[src/rtl/dual_i2c_pkg.sv]
package dual_i2c_pkg;
  typedef enum logic [2:0] {
    ST_IDLE, ST_RX, ST_ACKSET, ST_SACK, ST_TX, ST_MACK, ST_MNEXT
  } st_e;

  typedef enum logic [2:0] {
    RL_ADDR, RL_AHI, RL_ALO, RL_RADDR, RL_DATA
  } role_e;

  localparam logic [3:0] ID_MEM = 4'b1010;
  localparam logic [3:0] ID_REG = 4'b1101;
  localparam int         LDW    = 16;
endpackage

[src/rtl/i2c_line_sync.sv]
module i2c_line_sync #(
  parameter int STAGES = 2
) (
  input  logic clk_i,
  input  logic rst_ni,
  input  logic scl_i,
  input  logic sda_i,
  output logic sda_o,
  output logic scl_rise_o,
  output logic scl_fall_o,
  output logic start_o,
  output logic stop_o
);
  // [STAGES-1] is the synchronised value, [STAGES] the one before it
  logic [STAGES:0] scl_p, sda_p;

  always_ff @(posedge clk_i or negedge rst_ni) begin
    if (!rst_ni) begin
      scl_p <= '1;
      sda_p <= '1;
    end else begin
      scl_p <= {scl_p[STAGES-1:0], scl_i};
      sda_p <= {sda_p[STAGES-1:0], sda_i};
    end
  end

  logic scl_now, scl_old, sda_now, sda_old;
  assign scl_now = scl_p[STAGES-1];
  assign scl_old = scl_p[STAGES];
  assign sda_now = sda_p[STAGES-1];
  assign sda_old = sda_p[STAGES];

  assign sda_o      = sda_now;
  assign scl_rise_o = scl_now & ~scl_old;
  assign scl_fall_o = ~scl_now & scl_old;
  assign start_o    = scl_now & scl_old & sda_old & ~sda_now;
  assign stop_o     = scl_now & scl_old & ~sda_old & sda_now;
endmodule

[src/rtl/i2c_addr_ptr.sv]
module i2c_addr_ptr #(
  parameter int           W    = 8,
  parameter logic [W-1:0] LAST = '1
) (
  input  logic         clk_i,
  input  logic         rst_ni,
  input  logic         ld_i,
  input  logic [W-1:0] ld_val_i,
  input  logic         inc_i,
  output logic [W-1:0] ptr_o
);
  always_ff @(posedge clk_i or negedge rst_ni) begin
    if (!rst_ni)    ptr_o <= '0;
    else if (ld_i)  ptr_o <= ld_val_i;
    else if (inc_i) ptr_o <= (ptr_o == LAST) ? '0 : ptr_o + 1'b1;
  end
endmodule

[src/rtl/i2c_slave_ctrl.sv]
module i2c_slave_ctrl
  import dual_i2c_pkg::*;
#(
  parameter logic [7:0] REG_LAST = 8'h18
) (
  input  logic           clk_i,
  input  logic           rst_ni,
  input  logic           sda_i,
  input  logic           scl_rise_i,
  input  logic           scl_fall_i,
  input  logic           start_i,
  input  logic           stop_i,
  input  logic [1:0]     sel_i,
  input  logic [7:0]     mem_rdata_i,
  input  logic [7:0]     reg_rdata_i,
  output logic           drive_o,
  output logic [7:0]     wdata_o,
  output logic           mem_we_o,
  output logic           reg_we_o,
  output logic           mem_rinc_o,
  output logic           reg_rinc_o,
  output logic           mem_ld_o,
  output logic           reg_ld_o,
  output logic [LDW-1:0] ld_val_o
);
  st_e        state;
  role_e      role;
  logic       is_reg, is_rd, ack_q;
  logic [2:0] cnt;
  logic [7:0] sh, hi_q;
  logic [7:0] rx_byte, rd_byte;
  logic       id_ok;

  assign rx_byte = {sh[6:0], sda_i};
  assign rd_byte = is_reg ? reg_rdata_i : mem_rdata_i;
  assign id_ok   = (rx_byte[2:1] == sel_i) &&
                   (rx_byte[7:4] == ID_MEM || rx_byte[7:4] == ID_REG);

  always_ff @(posedge clk_i or negedge rst_ni) begin
    if (!rst_ni) begin
      state <= ST_IDLE;  role <= RL_ADDR;
      is_reg <= 1'b0;    is_rd <= 1'b0;   ack_q <= 1'b0;
      cnt <= '0;         sh <= '0;        hi_q <= '0;
      drive_o <= 1'b0;   wdata_o <= '0;   ld_val_o <= '0;
      mem_we_o <= 1'b0;  reg_we_o <= 1'b0;
      mem_rinc_o <= 1'b0; reg_rinc_o <= 1'b0;
      mem_ld_o <= 1'b0;  reg_ld_o <= 1'b0;
    end else begin
      mem_we_o <= 1'b0;  reg_we_o <= 1'b0;
      mem_rinc_o <= 1'b0; reg_rinc_o <= 1'b0;
      mem_ld_o <= 1'b0;  reg_ld_o <= 1'b0;
      if (start_i) begin
        state <= ST_RX; role <= RL_ADDR; cnt <= '0; drive_o <= 1'b0;
      end else if (stop_i) begin
        state <= ST_IDLE; drive_o <= 1'b0;
      end else begin
        unique case (state)
          ST_RX: if (scl_rise_i) begin
            sh  <= rx_byte;
            cnt <= cnt + 1'b1;
            if (cnt == 3'd7) begin
              state <= ST_ACKSET;
              ack_q <= 1'b1;
              unique case (role)
                RL_ADDR: begin
                  ack_q  <= id_ok;
                  is_reg <= (rx_byte[7:4] == ID_REG);
                  is_rd  <= rx_byte[0];
                  if (rx_byte[0])                  role <= RL_DATA;
                  else if (rx_byte[7:4] == ID_REG) role <= RL_RADDR;
                  else                             role <= RL_AHI;
                end
                RL_AHI: begin hi_q <= rx_byte; role <= RL_ALO; end
                RL_ALO: begin
                  mem_ld_o <= 1'b1; ld_val_o <= {hi_q, rx_byte}; role <= RL_DATA;
                end
                RL_RADDR: begin
                  if (rx_byte <= REG_LAST) begin
                    reg_ld_o <= 1'b1; ld_val_o <= {8'h00, rx_byte}; role <= RL_DATA;
                  end else ack_q <= 1'b0;
                end
                default: begin
                  wdata_o <= rx_byte;
                  if (is_reg) reg_we_o <= 1'b1;
                  else        mem_we_o <= 1'b1;
                end
              endcase
            end
          end
          ST_ACKSET: if (scl_fall_i) begin
            if (ack_q) begin drive_o <= 1'b1; state <= ST_SACK; end
            else state <= ST_IDLE;
          end
          ST_SACK: if (scl_fall_i) begin
            cnt <= '0;
            if (is_rd && role == RL_DATA) begin
              sh <= rd_byte; drive_o <= ~rd_byte[7]; state <= ST_TX;
            end else begin
              drive_o <= 1'b0; state <= ST_RX;
            end
          end
          ST_TX: if (scl_fall_i) begin
            if (cnt == 3'd7) begin
              drive_o <= 1'b0; state <= ST_MACK;
              if (is_reg) reg_rinc_o <= 1'b1;
              else        mem_rinc_o <= 1'b1;
            end else begin
              cnt <= cnt + 1'b1; sh <= {sh[6:0], 1'b0}; drive_o <= ~sh[6];
            end
          end
          ST_MACK: if (scl_rise_i) state <= sda_i ? ST_IDLE : ST_MNEXT;
          ST_MNEXT: if (scl_fall_i) begin
            cnt <= '0; sh <= rd_byte; drive_o <= ~rd_byte[7]; state <= ST_TX;
          end
          default: ;
        endcase
      end
    end
  end
endmodule

[src/rtl/dual_i2c_slave.sv]
module dual_i2c_slave
  import dual_i2c_pkg::*;
#(
  parameter int         MEM_AW      = 16,
  parameter logic [7:0] REG_LAST    = 8'h18,
  parameter int         SYNC_STAGES = 2
) (
  input  logic              clk_i,
  input  logic              rst_ni,
  input  logic              scl_i,
  input  logic              sda_i,
  output logic              sda_oe_no,
  input  logic [1:0]        sel_i,
  output logic [MEM_AW-1:0] mem_addr_o,
  output logic [7:0]        mem_wdata_o,
  output logic              mem_we_o,
  input  logic [7:0]        mem_rdata_i,
  output logic [7:0]        reg_addr_o,
  output logic [7:0]        reg_wdata_o,
  output logic              reg_we_o,
  input  logic [7:0]        reg_rdata_i
);
  logic sda_s, scl_rise, scl_fall, start, stop, drive;
  logic [7:0] wdata;
  logic mem_we, reg_we, mem_rinc, reg_rinc, mem_ld, reg_ld;
  logic [LDW-1:0] ld_val;

  i2c_line_sync #(.STAGES(SYNC_STAGES)) u_sync (
    .clk_i, .rst_ni, .scl_i, .sda_i,
    .sda_o(sda_s), .scl_rise_o(scl_rise), .scl_fall_o(scl_fall),
    .start_o(start), .stop_o(stop)
  );

  i2c_slave_ctrl #(.REG_LAST(REG_LAST)) u_ctrl (
    .clk_i, .rst_ni, .sda_i(sda_s), .scl_rise_i(scl_rise), .scl_fall_i(scl_fall),
    .start_i(start), .stop_i(stop), .sel_i, .mem_rdata_i, .reg_rdata_i,
    .drive_o(drive), .wdata_o(wdata), .mem_we_o(mem_we), .reg_we_o(reg_we),
    .mem_rinc_o(mem_rinc), .reg_rinc_o(reg_rinc), .mem_ld_o(mem_ld),
    .reg_ld_o(reg_ld), .ld_val_o(ld_val)
  );

  i2c_addr_ptr #(.W(MEM_AW)) u_mem_ptr (
    .clk_i, .rst_ni, .ld_i(mem_ld), .ld_val_i(ld_val[MEM_AW-1:0]),
    .inc_i(mem_we | mem_rinc), .ptr_o(mem_addr_o)
  );

  i2c_addr_ptr #(.W(8), .LAST(REG_LAST)) u_reg_ptr (
    .clk_i, .rst_ni, .ld_i(reg_ld), .ld_val_i(ld_val[7:0]),
    .inc_i(reg_we | reg_rinc), .ptr_o(reg_addr_o)
  );

  assign sda_oe_no   = ~drive;
  assign mem_wdata_o = wdata;
  assign reg_wdata_o = wdata;
  assign mem_we_o    = mem_we;
  assign reg_we_o    = reg_we;
endmodule

[config.mk]
export PLATFORM = sky130hd
export DESIGN_NAME = dual_i2c_slave
export DESIGN_NICKNAME = d
export VERILOG_FILES = /design/src/rtl/dual_i2c_pkg.sv /design/src/rtl/i2c_line_sync.sv /design/src/rtl/i2c_addr_ptr.sv /design/src/rtl/i2c_slave_ctrl.sv /design/src/rtl/dual_i2c_slave.sv
export SDC_FILE = /design/constraint.sdc
export NUM_CORES = 1
export LEC_CHECK = 0
export BUFFER_PORTS_ARGS = -buffer_cell sky130_fd_sc_hd__buf_2
export CORE_UTILIZATION = 52
export CTS_CLUSTER_DIAMETER = 120
export DETAILED_ROUTE_END_ITERATION = 8
export GPL_TIMING_DRIVEN = 0
export PLACE_DENSITY = 0.75
export REMOVE_ABC_BUFFERS = 1
export SETUP_SLACK_MARGIN = 0.4
export SYNTH_ARGS = -nofsm -noshare
export SYNTH_HDL_FRONTEND = slang
export SYNTH_SLANG_ARGS = --single-unit
[constraint.sdc]
create_clock -name clk_i -period 2.3 [get_ports clk_i]
set_input_delay 0.23 -clock clk_i [delete_from_list [all_inputs] [get_ports clk_i]]
set_output_delay 0.23 -clock clk_i [all_outputs]
set_load 0.02 [all_outputs]
==> impl_metrics.py <==
metrics = {
    "power_and_ir_drop": {
        "p_seq_frac": 0.492,
        "pwr_density_cell_nw_per_um2": 690,
        "swShare": 0.324,
        "p_clk_frac": 0.263,
        "ir_drop_mv": 0.552,
        "switchingPower_mw": 1.26,
        "p_leak_nw": 2.60,
        "p_int_mw": 2.62,
        "p_total_mw": 3.88,
        "combPwrFrac": 0.245,
    },
    "timing": {
        "relSlewSlack": 0.489,
        "holdWs_ns": 0.275,
        "setup_slack_ns": 0.242,
        "clock_skew_ns": 0.0131,
        "maxSlewViolCount": 0,
        "hold_violations": 0,
        "tightest_slew_ns": 0.767,
        "setup_viol": 0,
        "layout_min_cycle_time_ns": 2.06,
        "fmax_mhz": 486,
        "min_period_over_period": 0.895,
        "rsz0062_at_grt": "yes",
    },
    "critical_path": {
        "worst_ep_required_time_ns": 2.54,
        "critPathSlowestCell": "or3_4",
        "timing.rr.start": "u_ctrl.cnt[0]",
        "critPathCaptureType": "register",
        "worst-path-buf-inv": 1,
        "crit_chain": "ha_2 -> ha_4 -> inv_2 -> or4_4 -> or3_4 -> mux2_4",
        "crit_path_max_incr_delay_ns": 0.44,
        "cp_max_fo": 8,
        "worstSetupPathType": "reg2reg",
        "worst_setup_path_start_kind": "register",
        "crit_family": "simple AND/OR/NAND/NOR gates",
        "arrival_ns": 2.29,
        "startpoint": "u_ctrl.cnt[0]",
    },
    "detailed_routing": {
        "drt-total-wl_um": 11200,
        "drc": 0,
        "wire_per_inst_um": 17.8,
        "drt_first_pass_iters": 4,
        "drtIter0Drc": 192,
        "ant_nets": 0,
        "via_per_inst": 6.16,
        "vias": 3863,
    },
    "final_layout": {
        "fill_cells": 667,
        "utilization": 0.642,
        "final_cells": 627,
        "final_net_count": 541,
        "drive_gt1_frac": 0.358,
        "synthToLayoutAreaGrowth_pct": 19.3,
        "reg.largest.list": "u_ctrl.ld_val_o x16, u_mem_ptr.ptr_o x16",
        "n_antenna_cell": 0,
    },
    "run": {
        "cap_violations": 0,
    },
    "placed_design": {
        "gp_congestion": 0.885,
        "hpwl_um": 7220,
        "preCtsSetupSlack_ns": -0.217,
        "portBuffers": 64,
        "placedCellCount": 586,
    },
    "synth": {
        "synth_top_family_by_area": "compound AO/OA/AOI/OAI gates",
        "syn_area_per_cell_um2": 10.6,
        "syn_area_um2": 4710,
        "synth-seq-area-share": 0.469,
        "synth_fa_ha_area_frac": 0.0133,
        "synth_edf_count": 0,
        "synth-simple-area-share": 0.151,
        "synth-main-ff-cell": "dfrtp_1",
        "yosys_warnings": 0,
        "async_reset_ff_frac": 1.00,
        "synth_mux_area_frac": 0.123,
        "postSynthCellCount": 446,
        "synth_cell_types": 71,
        "synthXorXnorAreaFrac": 0.0149,
        "synth-seq-cells": 88,
        "synth_compound_area_frac": 0.176,
    },
    "global_routing": {
        "grt_max_degree": 73,
        "track_usage": 0.235,
        "gr-total-overflow": 0,
        "first_global_vias": 3739,
        "grt_pass1_wl_um": 18000,
        "antenna_found_initial": 0,
    },
    "clock_tree": {
        "cts.path.max_buffers": 2,
        "clock-sinks": 88,
        "cts.clk_slew.worst_paths_ns": 0.09,
        "clk_latency_ns": 0.36,
        "cts_buffers": 9,
        "cts.htree.levels": 3,
        "cts_tree": "yes",
        "cts_root_buffer": "clkbuf_8",
    },
    "floorplan": {
        "die_width_um": 97.2,
        "ios": 65,
        "dieArea_um2": 9450,
        "num_rows": 34,
        "chipHeight_um": 97.2,
        "start_util": 0.538,
        "core_um2": 8760,
    },
    "status": {
        "status": "finished clean",
    },
    "worst_hold_path": {
        "hp-class": "in2async",
    },
}
metrics by stage:
| step | cell area [um^2] | setup TNS [ns] |
|---|---|---|
| detailed placement | 5030 | -3.01 |
| floorplan | 4550 | 0 |
| global placement | 5000 | -2.25 |
| CTS | 5480 | 0 |
| global route | 5620 | 0 |
| finish | 5620 | 0 |
power groups by stage:
| stage | Sequential, mW | Clock [mW] | Combinational, mW |
|---|---|---|---|
| 4_1_cts | 1.91 | 1.04 | 0.862 |
| 6_report | 1.91 | 1.02 | 0.948 |
| 3_3_place_gp | 1.96 | 0 | 0.588 |
| 5_1_grt | 1.93 | 1.10 | 1.03 |
| 2_1_floorplan | 1.85 | 0 | 0.485 |
| 3_5_place_dp | 1.97 | 0 | 0.630 |
kinds of logic (layout without fill, tap and decap cells):
logic type / after synthesis / after routing
multiplexers: 50 / 50
flip-flops: 88 / 88
adder cells (fa/ha/maj): 5 / 5
AO/OA/AOI/OAI: 112 / 113
buffers and inverters: 56 / 128
AND/OR/NAND/NOR: 127 / 127
XOR/XNOR: 8 / 8
area by class of cell:
cell class	count	area, um^2	share of cell area
Inverter	23	86.3	0.0154
Multi-Input combinational cell	303	2430	0.432
Sequential cell	88	2220	0.395
Tap cell	108	135	0.0240
Timing Repair Buffer	89	559	0.0995
Clock buffer	11	151	0.0269
Clock inverter	5	41.3	0.00734
repair_timing:
item	in CTS	in global routing
hold buffers	3	0
setup endpoints to repair	56	49
buffers inserted	15	6
gates resized for setup	20	22
pin swaps	5	3
cloned	0	1
endpoints found under the hold margin	18	0
path summary, 6_finish.rpt:
path	endpoint	slack [ns]	cells after the start
max in group asynchronous	u_sync.scl_p[2]	1.35	3
hold reg to reg	u_sync.scl_p[1]	0.36	0
hold / removal	u_mem_ptr.ptr_o[6]	0.28	2
setup reg to reg	u_ctrl.hi_q[6]	0.24	6
setup / recovery	u_ctrl.hi_q[6]	0.24	6
min in group clk_i	u_ctrl.sh[4]	0.30	4
layout by cell type, fill, tap and decap left out, types with 4 or more instances in the layout:
cell       netlist  final
a211oi_1         4      4
a22oi_1          5      5
o211ai_1         7      7
mux2i_1         10     10
buf_4            8     17
mux2_4           8     10
nor3_1          10      9
a22o_1           8      8
nor2b_1          8      5
a21oi_1         14     14
or4_1            6      6
nor2_1          16     14
o22ai_1          4      4
nand4_1          4      4
a2bb2oi_1        5      4
nor4_1           4      4
or3_1            8      5
clkbuf_8         0     11
dfrtp_1         82     76
nand3_1         15     15
a31oi_1          6      6
xnor2_1          4      4
buf_2            2     64
mux2_2          32     30
xor2_1           4      4
dfstp_2          6      5
o21ai_0         17     16
nand2_1         30     29
dfrtp_2          0      6
and3_1           4      4
o2bb2ai_1        4      4
inv_1           23     22
cell usage after synthesis, types with 6 or more instances:
| library cell | number | area share |
|---|---|---|
| dfrtp_1 | 82 | 0.44 |
| mux2_2 | 32 | 0.076 |
| nand2_1 | 30 | 0.024 |
| inv_1 | 23 | 0.018 |
| clkbuf_1 | 21 | 0.017 |
| o21ai_0 | 17 | 0.018 |
| nor2_1 | 16 | 0.013 |
| nand3_1 | 15 | 0.016 |
| a21oi_1 | 14 | 0.015 |
| mux2i_1 | 10 | 0.021 |
| nor3_1 | 10 | 0.011 |
| a22o_1 | 8 | 0.015 |
| buf_4 | 8 | 0.013 |
| mux2_4 | 8 | 0.025 |
| nor2b_1 | 8 | 0.011 |
| or3_1 | 8 | 0.011 |
| o211ai_1 | 7 | 0.011 |
| a31oi_1 | 6 | 0.0080 |
| dfstp_2 | 6 | 0.033 |
| or4_1 | 6 | 0.0096 |
per-layer routing:
metal | global-route usage | share of wire | up-vias
li1 | - | - | 1797
met1 | 0.305 | 0.44 | 1915
met2 | 0.394 | 0.50 | 129
met3 | 0.0475 | 0.051 | 22
met4 | 0.0758 | 0.018 | 0
met5 | 0 | 0 | -
No activity file was read; power rests on OpenSTA's default activity.
